--- src/rtl/ocp_pkg.sv ---
// Package: shared encodings for the port overload fault timer.
// Assumes: nothing beyond the standard types.
package ocp_pkg;
    // Current-limit selection driven to the analog limiter.
    typedef enum logic {
        LIM_INRUSH = 1'b0,
        LIM_CLASS  = 1'b1
    } lim_sel_e;
endpackage

--- src/rtl/ocp_integ.sv ---
// Asymmetric overload integrator: counts up one per tick above threshold,
// down one per 2**DECAY_LOG2 ticks below it, floored at zero, saturating at
// LIMIT. Assumes clr_run is held while the port is unpowered.
module ocp_integ #(
    parameter int unsigned LIMIT      = 60,
    parameter int unsigned DECAY_LOG2 = 4,
    localparam int unsigned CW        = $clog2(LIMIT + 1)
) (
    input  logic          clk,
    input  logic          rst_n,
    input  logic          clr_run,
    input  logic          tick,
    input  logic          above,
    output logic [CW-1:0] count,
    output logic          hit
);
    logic [CW-1:0]         count_q;
    logic [DECAY_LOG2-1:0] pre_q;

    // Integrator and decay prescaler update.
    always_ff @(posedge clk) begin
        if (!rst_n || clr_run) begin
            count_q <= '0;
            pre_q   <= '0;
        end else if (tick) begin
            if (above) begin
                pre_q <= '0;
                if (count_q != CW'(LIMIT)) count_q <= count_q + 1'b1;
            end else begin
                pre_q <= pre_q + 1'b1;
                if ((&pre_q) && (count_q != '0)) count_q <= count_q - 1'b1;
            end
        end
    end

    // Fault request: this tick leaves the count at the limit.
    assign hit   = tick && above && !clr_run && (count_q >= CW'(LIMIT - 1));
    assign count = count_q;
endmodule

--- src/rtl/ocp_lim_timer.sv ---
// Consecutive limit-active timer for high-power loads. Requests a fault when
// the run of engaged ticks reaches LIMIT+1. Assumes one-clock tick pulses.
module ocp_lim_timer #(
    parameter int unsigned LIMIT = 15,
    localparam int unsigned RW   = $clog2(LIMIT + 2)
) (
    input  logic clk,
    input  logic rst_n,
    input  logic clr_run,
    input  logic tick,
    input  logic engaged,
    output logic hit
);
    logic [RW-1:0] run_q;

    // Run length counter, cleared by any tick without engagement.
    always_ff @(posedge clk) begin
        if (!rst_n || clr_run) begin
            run_q <= '0;
        end else if (tick) begin
            if (!engaged)                       run_q <= '0;
            else if (run_q != RW'(LIMIT + 1))   run_q <= run_q + 1'b1;
        end
    end

    // Fault request: this tick makes the run exceed LIMIT.
    assign hit = tick && engaged && !clr_run && (run_q >= RW'(LIMIT));
endmodule

--- src/rtl/ocp_inrush_win.sv ---
// Inrush window: keeps the inrush limit selected from power-up start until the
// switch reports fully on after the gate ramp; times out after WINDOW ticks.
// Assumes start is a single-clock strobe issued while the port is powered.
module ocp_inrush_win
    import ocp_pkg::*;
#(
    parameter int unsigned WINDOW = 75,
    parameter int unsigned RAMP   = 5,
    localparam int unsigned IW    = $clog2(WINDOW + 1)
) (
    input  logic     clk,
    input  logic     rst_n,
    input  logic     clr_run,
    input  logic     tick,
    input  logic     start,
    input  logic     full_on,
    output lim_sel_e sel,
    output logic     timeout
);
    logic          active_q;
    logic [IW-1:0] elapsed_q;
    lim_sel_e      sel_q;
    logic          accept;
    logic          last_tick;

    assign accept    = active_q && full_on && (elapsed_q >= IW'(RAMP));
    assign last_tick = active_q && tick && (elapsed_q == IW'(WINDOW - 1));

    // Window state, elapsed tick count and limit selection.
    always_ff @(posedge clk) begin
        if (!rst_n || clr_run) begin
            active_q  <= 1'b0;
            elapsed_q <= '0;
            sel_q     <= LIM_INRUSH;
        end else if (start) begin
            active_q  <= 1'b1;
            elapsed_q <= '0;
            sel_q     <= LIM_INRUSH;
        end else if (accept) begin
            active_q  <= 1'b0;
            sel_q     <= LIM_CLASS;
        end else if (active_q && tick) begin
            elapsed_q <= elapsed_q + 1'b1;
            if (last_tick) active_q <= 1'b0;
        end
    end

    // Timeout request: window expired without an accepted full-on report.
    assign timeout = !clr_run && !start && !accept && last_tick;
    assign sel     = sel_q;
endmodule

--- src/rtl/ocp_fault_integrator.sv ---
// Top: overload fault timer for one powered port. Combines the integrator,
// the high-power limit timer and the inrush window, and latches their fault
// requests until the sequencer clears them. Assumes tick is one clock wide.
module ocp_fault_integrator
    import ocp_pkg::*;
#(
    parameter int unsigned OC_TICKS     = 60,
    parameter int unsigned LIM_TICKS    = 15,
    parameter int unsigned INRUSH_TICKS = 75,
    parameter int unsigned RAMP_TICKS   = 5,
    parameter int unsigned DECAY_LOG2   = 4
) (
    input  logic clk,
    input  logic rst_n,
    input  logic tick,
    input  logic port_on,
    input  logic pwr_start,
    input  logic over_cut,
    input  logic lim_active,
    input  logic hi_power,
    input  logic sw_full_on,
    input  logic fault_clr,
    output logic oc_fault,
    output logic inrush_fault,
    output logic lim_sel
);
    localparam int unsigned CNT_W = $clog2(OC_TICKS + 1);

    logic             clr_run;
    logic [CNT_W-1:0] integ_count;
    logic             integ_hit;
    logic             lim_hit;
    logic             win_timeout;
    lim_sel_e         win_sel;
    logic             oc_q;
    logic             inrush_q;

    assign clr_run = !port_on;

    ocp_integ #(
        .LIMIT      (OC_TICKS),
        .DECAY_LOG2 (DECAY_LOG2)
    ) u_integ (
        .clk     (clk),
        .rst_n   (rst_n),
        .clr_run (clr_run),
        .tick    (tick),
        .above   (over_cut),
        .count   (integ_count),
        .hit     (integ_hit)
    );

    ocp_lim_timer #(
        .LIMIT (LIM_TICKS)
    ) u_lim (
        .clk     (clk),
        .rst_n   (rst_n),
        .clr_run (clr_run),
        .tick    (tick),
        .engaged (hi_power && lim_active),
        .hit     (lim_hit)
    );

    ocp_inrush_win #(
        .WINDOW (INRUSH_TICKS),
        .RAMP   (RAMP_TICKS)
    ) u_win (
        .clk     (clk),
        .rst_n   (rst_n),
        .clr_run (clr_run),
        .tick    (tick),
        .start   (pwr_start),
        .full_on (sw_full_on),
        .sel     (win_sel),
        .timeout (win_timeout)
    );

    // Fault latches: a new request wins over a clear on the same edge.
    always_ff @(posedge clk) begin
        if (!rst_n) begin
            oc_q     <= 1'b0;
            inrush_q <= 1'b0;
        end else begin
            oc_q     <= (oc_q && !fault_clr) || integ_hit || lim_hit;
            inrush_q <= (inrush_q && !fault_clr) || win_timeout;
        end
    end

    assign oc_fault     = oc_q;
    assign inrush_fault = inrush_q;
    assign lim_sel      = win_sel;
endmodule

--- config.mk ---
export PLATFORM = sky130hd
export DESIGN_NAME = ocp_fault_integrator
export DESIGN_NICKNAME = d
export VERILOG_FILES = /design/src/rtl/ocp_pkg.sv /design/src/rtl/ocp_integ.sv /design/src/rtl/ocp_lim_timer.sv /design/src/rtl/ocp_inrush_win.sv /design/src/rtl/ocp_fault_integrator.sv
export SDC_FILE = /design/constraint.sdc
export NUM_CORES = 1
export LEC_CHECK = 0
export BUFFER_PORTS_ARGS = -buffer_cell sky130_fd_sc_hd__buf_2
export CORE_MARGIN = 3
export CORE_UTILIZATION = 50
export CTS_BUF_LIST = sky130_fd_sc_hd__clkbuf_8
export DETAILED_ROUTE_END_ITERATION = 8
export GPL_ROUTABILITY_DRIVEN = 1
export PLACE_DENSITY = 0.69
export SYNTH_ARGS = -nofsm -noshare
export SYNTH_HDL_FRONTEND = slang
export SYNTH_SLANG_ARGS = --single-unit
--- constraint.sdc ---
create_clock -name clk -period 1.81 [get_ports clk]
set_input_delay 0.181 -clock clk [delete_from_list [all_inputs] [get_ports clk]]
set_output_delay 0.181 -clock clk [all_outputs]
set_load 0.005 [all_outputs]
==> metrics.txt, run 1 <==
Unique masters post-synth=45; Clock Power Share=0.354; Seq/Total Area, Yosys=0.3467; hpwl dp=about 2200 um; synthesized instance count=170; Post-CTS Setup Bufs=0; area grow syn2layout=10.83%; slowest stage cell, crit path=dfxtp_1; CTS tree=done; antenna violations before repair=0; Die H=between 60 and 70 um; Finished Core Util=0.5932; fin crit share=0.9352; drt total wl=approximately 2900 um; Worst-Margin Slew=0.4538 ns; Overall Global Routing Usage=0.1811; Yosys warnings=0; port bufs=12; Routed Antenna Nets=0; cell family with most CP delay=compound AO/OA/AOI/OAI gates; die area=3697 um2; Largest stage delay, worst path=0.38 ns; clock slew seen by the registers of the worst setup and hold paths=roughly 0.090 ns; most frequent cells in the layout=nor2_1 (29), dfxtp_1 (26), buf_2 (12); total of max-cap violations=0; EDFF count, synth=0; Clock Path Buffers=2; first-pass GRT wire length=5092 um; antenna cells=0; largest net degree at the start of global routing=17; type of origin of the critical path=flop; Hold Slack=~0.14 ns; sequential power share=0.544; grt total ovfl=0; initial core utilization=0.5352; Cell Area, Synth=roughly 1500 um2; Layout Skew=around 0.0049 ns; die extent in x=between 60 and 70 um; core footprint=about 2800 um2; Async SR Flop Fraction=0; CP bufs+invs=0; number of detailed-route iterations in the first pass=4; CTS Root Cell=clkbuf_8; I/O Pins=13; routed length per instance=13.23 um; drt first-iter violations=between 80 and 90; fill count=about 260; worst path cell trace=ha_1, o31a_2, o211ai_2, nand4_1, xor2_1, nor2_1; PwrDens=approximately 650 nW/um2; fin. max-slew vios=0; post-layout minimum cycle time=between 1.5 and 2 ns; DRC=0; Leakage=approximately 0.65 nW; combinational power share=0.101; total design power=between 0.001 and 0.0015 W; post-cts resize count=0; f_max=~0.6 GHz; CTS Hold Buffers Added=0; vias in the first global route=~1,200; drt via density=between 5 and 6; Final Setup Violations=0; synthesized flop and latch total=26; crit-path max FO=7; Peak VDD IR=0.5100 mV; worst path required time=roughly 2 ns; vias=approximately 1,300; Sequential Area=~520 um2; status=finished, final reports clean; top_reg_cell synth=dfxtp_1; Hold Path Class=input port to flop; Synth Net Count=between 150 and 200; Fin. Hold Viols=0; relative slew slack=0.6975; clk sink count=26; H-tree depth=1; RSZ-0062 raised after global routing=no; row count=19; share of layout cells above drive strength 1=0.1862; most common cell after layout, fill and taps aside=nor2_1; Crit path arrival time=between 1.5 and 2 ns; DP Worst Slack=approximately 0.085 ns; Psw=0.0002574 W; Avg Cell Area, Syn=8.832 um2; Final nets=approximately 210; setup ws final=between 0.1 and 0.15 ns; critical path class=flop to flop; multi-input logic area=roughly 920 um2; CTS buffer count=3; clock latency at the later pin of the worst-skew pair=approximately 0.27 ns; crit path capture type=flop; Final Wtd Congestion=0.7807; setup TNS=0 ns; P_int=approximately 0.00082 W; sw frac=0.2392
==> flip-flops by register name, indices dropped and copies added (netlist names) <==
name	cells
u_integ.pre_q	4
u_integ.count	6
oc_fault	1
u_win.elapsed_q	7
u_lim.run_q	5
u_win.active_q	1
inrush_fault	1
u_win.sel	1
==> power groups by stage <==
stage	logic (W)	registers [W]	clock network (W)
2_1_floorplan	0.0000780	0.000597	0
3_3_place_gp	0.000103	0.000599	0
3_5_place_dp	0.000109	0.000599	0
4_1_cts	0.000109	0.000586	0.000391
5_1_grt	0.000124	0.000587	0.000405
6_report	0.000109	0.000586	0.000381
==> synthesized netlist by cell type, drive strengths merged, types with 4 or more instances <==
master / count / area [um2]
mux2i: 6 / 60.06
a21oi: 12 / 63.81
a211oi: 5 / 42.54
ha: 11 / 137.6
nor3: 4 / 25.02
inv: 9 / 33.78
o21ai: 6 / 30.03
and3: 7 / 45.05
nand4: 4 / 25.02
dfxtp: 26 / 520.5
xnor2: 5 / 43.79
nand3: 4 / 20.02
nand2: 6 / 22.52
nor2: 30 / 115.1
==> metrics by stage <==
step | std cells | cell area [um2]
finish | 219 | 1664
floorplan | 170 | 1501
global placement | 215 | 1609
detailed placement | 215 | 1609
CTS | 219 | 1664
global route | 219 | 1664
==> final timing paths <==
kind / start / end / slack (ns) / depth (start not counted)
max: u_win.elapsed_q[0] / u_win.elapsed_q[6] / 0.12 / 6
min: pwr_start / u_win.active_q / 0.14 / 3
max reg2reg: u_win.elapsed_q[0] / u_win.elapsed_q[6] / 0.12 / 6
min reg2reg: u_win.sel / u_win.sel / 0.45 / 2
==> per-layer routing <==
metal / share of wire / vias to the layer above / track usage
li1: - / 645 / -
met1: 0.47 / 594 / 0.2287
met2: 0.50 / 20 / 0.3038
met3: 0.031 / 2 / 0.04894
met4: 0.0062 / 0 / 0.04954
met5: 0 / - / 0
==> logic make-up (layout without fill, tap and decap cells) <==
family / count (synthesis) / in the layout / synth area share
buffers and inverters: 12 / 30 / 0.04166
DFF: 26 / 26 / 0.3467
adders and majority gates: 12 / 12 / 0.1050
xor gates and xnor gates: 8 / 8 / 0.04667
muxes: 7 / 7 / 0.04750
and+or+nand+nor: 69 / 69 / 0.2408
AOI/OAI and AO/OA: 36 / 36 / 0.1717
==> cell type report <==
cell class,instances,area share
timing repair buffer,17,0.05865
tap,31,0.02331
multi-input combinational,132,0.5519
clock buffer,4,0.03308
sequential,26,0.3128
inverter,9,0.02030
==> worst register-to-register path, cell delays in order (launching register included) <==
cell and delay [ns]:
dfxtp_1 0.38, ha_1 0.22, o31a_2 0.31, o211ai_2 0.30, nand4_1 0.17, xor2_1 0.16, nor2_1 0.05
No activity file was read; power rests on OpenSTA's default activity.
==> run 2, diff against run 1 <==
==> constraint.sdc (replaced) <==
create_clock -name clk -period 1.9 [get_ports clk]
set_input_delay 0.19 -clock clk [delete_from_list [all_inputs] [get_ports clk]]
set_output_delay 0.19 -clock clk [all_outputs]
set_load 0.005 [all_outputs]
==> run 2 against run 1 <==
Effect of this change: utilization fell by 0.40 points; critical path type unchanged; global-route usage is 0.81 points lower; largest power group unchanged; wire length decreased by 0.69%; count of clock-buffer cells in the layout did not move.
==> metrics.txt, run 2 (synthesis results as in run 1) <==
Clock Path Buffers=2 (unchanged); most common cell after layout, fill and taps aside=nor2_1; crit-path max FO=5 (-2); routing usage on met1=0.2278 (-0.0008829); Die H=60.80 um (unchanged); Final Wtd Congestion=0.7849 (+0.54%); slowest stage cell, crit path=dfxtp_1; CTS Hold Buffers Added=0 (unchanged); routed length per instance=13.32 um (+0.69%); PwrDens=614.8 nW/um2 (-4.9%); clock slew seen by the registers of the worst setup and hold paths=0.09 ns (about the same); initial core utilization=0.5352 (unchanged); cell family with most CP delay=compound AO/OA/AOI/OAI gates; Post-CTS Setup Bufs=0 (unchanged); number of detailed-route iterations in the first pass=4 (unchanged); total design power=0.001016 W (-5.6%); crit-path most repeated cell=ha_1; GRT met3 Usage=0.04468 (-0.004255); fin crit share=0.8848 (-0.05034); largest net degree at the start of global routing=17 (unchanged); f_max=0.5948 GHz (+0.68%); first-pass GRT wire length=5016 um (-1.5%); Sequential Area=520.5 um2 (unchanged); Worst-Margin Slew=0.4938 ns (+0.03996 ns); Crit path arrival time=1.85 ns (about the same); CTS buffer count=3 (unchanged); drt first-iter violations=64 (-26%); Overall Global Routing Usage=0.1730 (-0.008080); most frequent cells in the layout=nor2_1 (29), dfxtp_1 (26), buf_2 (12); DRC=0 (unchanged); critical path class=flop to flop; global routing's busiest layer=met2; Largest Register=u_win.elapsed_q; Peak VDD IR=0.4705 mV (-7.7%); port bufs=12 (unchanged); setup TNS=0 ns (unchanged); multi-input logic area=929.6 um2 (+1.2%); H-tree depth=1 (unchanged); worst path required time=2.07 ns (+0.09 ns); antenna violations before repair=0 (unchanged); Largest stage delay, worst path=0.36 ns (-0.02 ns); drt via density=5.671 (-1.5%); grt total ovfl=0 (unchanged); Largest register FFs=7 (unchanged); fin. max-slew vios=0 (unchanged); clock latency at the later pin of the worst-skew pair=0.27 ns (about the same); antenna cells=0 (unchanged); I/O Pins=13 (unchanged); vias=1,225 (-2.9%); type of origin of the critical path=flop; drt total wl=2878 um (-0.69%); worst path cell trace=ha_1, and3_1, ha_1, a211oi_1, o22ai_1, a32oi_1, nor2b_1; area grow syn2layout=10.08%; relative slew slack=0.6697 (-0.02777); hpwl dp=2172 um (-1.9%); RSZ-0062 raised after global routing=no; total of max-cap violations=0 (unchanged); CP bufs+invs=0 (unchanged); post-layout minimum cycle time=1.681 ns (-0.01148 ns); Final nets=208 (-1.4%); vias in the first global route=1,166 (-2.3%); die extent in x=60.80 um (unchanged); CTS tree=done; share of layout cells above drive strength 1=0.1730 (-0.01320); Layout Skew=0.008524 ns (+0.003590 ns); Routed Antenna Nets=0 (unchanged); clk sink count=26 (unchanged); Leakage=0.6388 nW (-2.2%); die area=3697 um2 (unchanged); crit path capture type=flop; met2 Use GR=0.2855 (-0.01832); Fin. Hold Viols=0 (unchanged); status=finished, final reports clean; Final Setup Violations=0 (unchanged); core footprint=2805 um2 (unchanged); Hold Path Class=input port to flop; fill count=277 (+7.8%); CTS Root Cell=clkbuf_8; row count=19 (unchanged)
[run 2: cell types whose count changed in the layout (fill, tap and decap cells not counted)]
cell     before  now
o41ai_2       1    0
o41ai_4       0    1
buf_4         5    2
[run 2: final cells by class]
class | count | share of cell area
Clock buffer | 4 | 0.03331
Timing Repair Buffer | 14 | 0.04542
Sequential cell | 26 | 0.3149
Inverter | 9 | 0.02044
Tap cell | 31 | 0.02347
Multi-Input combinational cell | 132 | 0.5625
[run 2: worst min-delay path, stage by stage]
cell	delay [ns]
buf_2	0.10
a31oi_1	0.04
nor2_1	0.07
[run 2: timing repair]
item | in CTS | in global routing
endpoints found under the hold margin | 0 | 0
setup endpoints to repair | 0 | 1
gates resized for setup | 0 | 1
[run 2: metal layers]
metal,routed length [um],vias to the layer above
li1,-,636
met1,1334,572
met2,1454,13
met3,69,4
met4,21,0
met5,0,-
[run 2: worst paths after layout]
path                                  endpoint           start  cells after the start  slack (ns)
worst max-delay path                  oc_fault  u_lim.run_q[0]                      7        0.22
worst min register to register       u_win.sel       u_win.sel                      2        0.45
worst min-delay path            u_win.active_q       pwr_start                      3        0.15
worst max register to register        oc_fault  u_lim.run_q[0]                      7        0.22
[run 2: through the flow]
step | cells | utilization | worst slack (ns) | hold WS (ns) | area (um2)
global route | 216 | 0.5892 | 0.1010 | 0.1517 | 1653
CTS | 216 | 0.5852 | 0.2100 | 0.1520 | 1642
detailed placement | 212 | 0.5656 | 0.08134 | 0.4449 | 1587
global placement | 212 | 0.5656 | 0.1714 | 0.4311 | 1587
finish | 216 | 0.5892 | 0.2188 | 0.1539 | 1653
floorplan | 170 | - | 0.2919 | 0.3077 | 1501
[run 2: report_power, final]
group	switching, W	internal [W]
Sequential	0.00000754	0.000551
Clock	0.000170	0.000185
Combinational	0.0000600	0.0000424
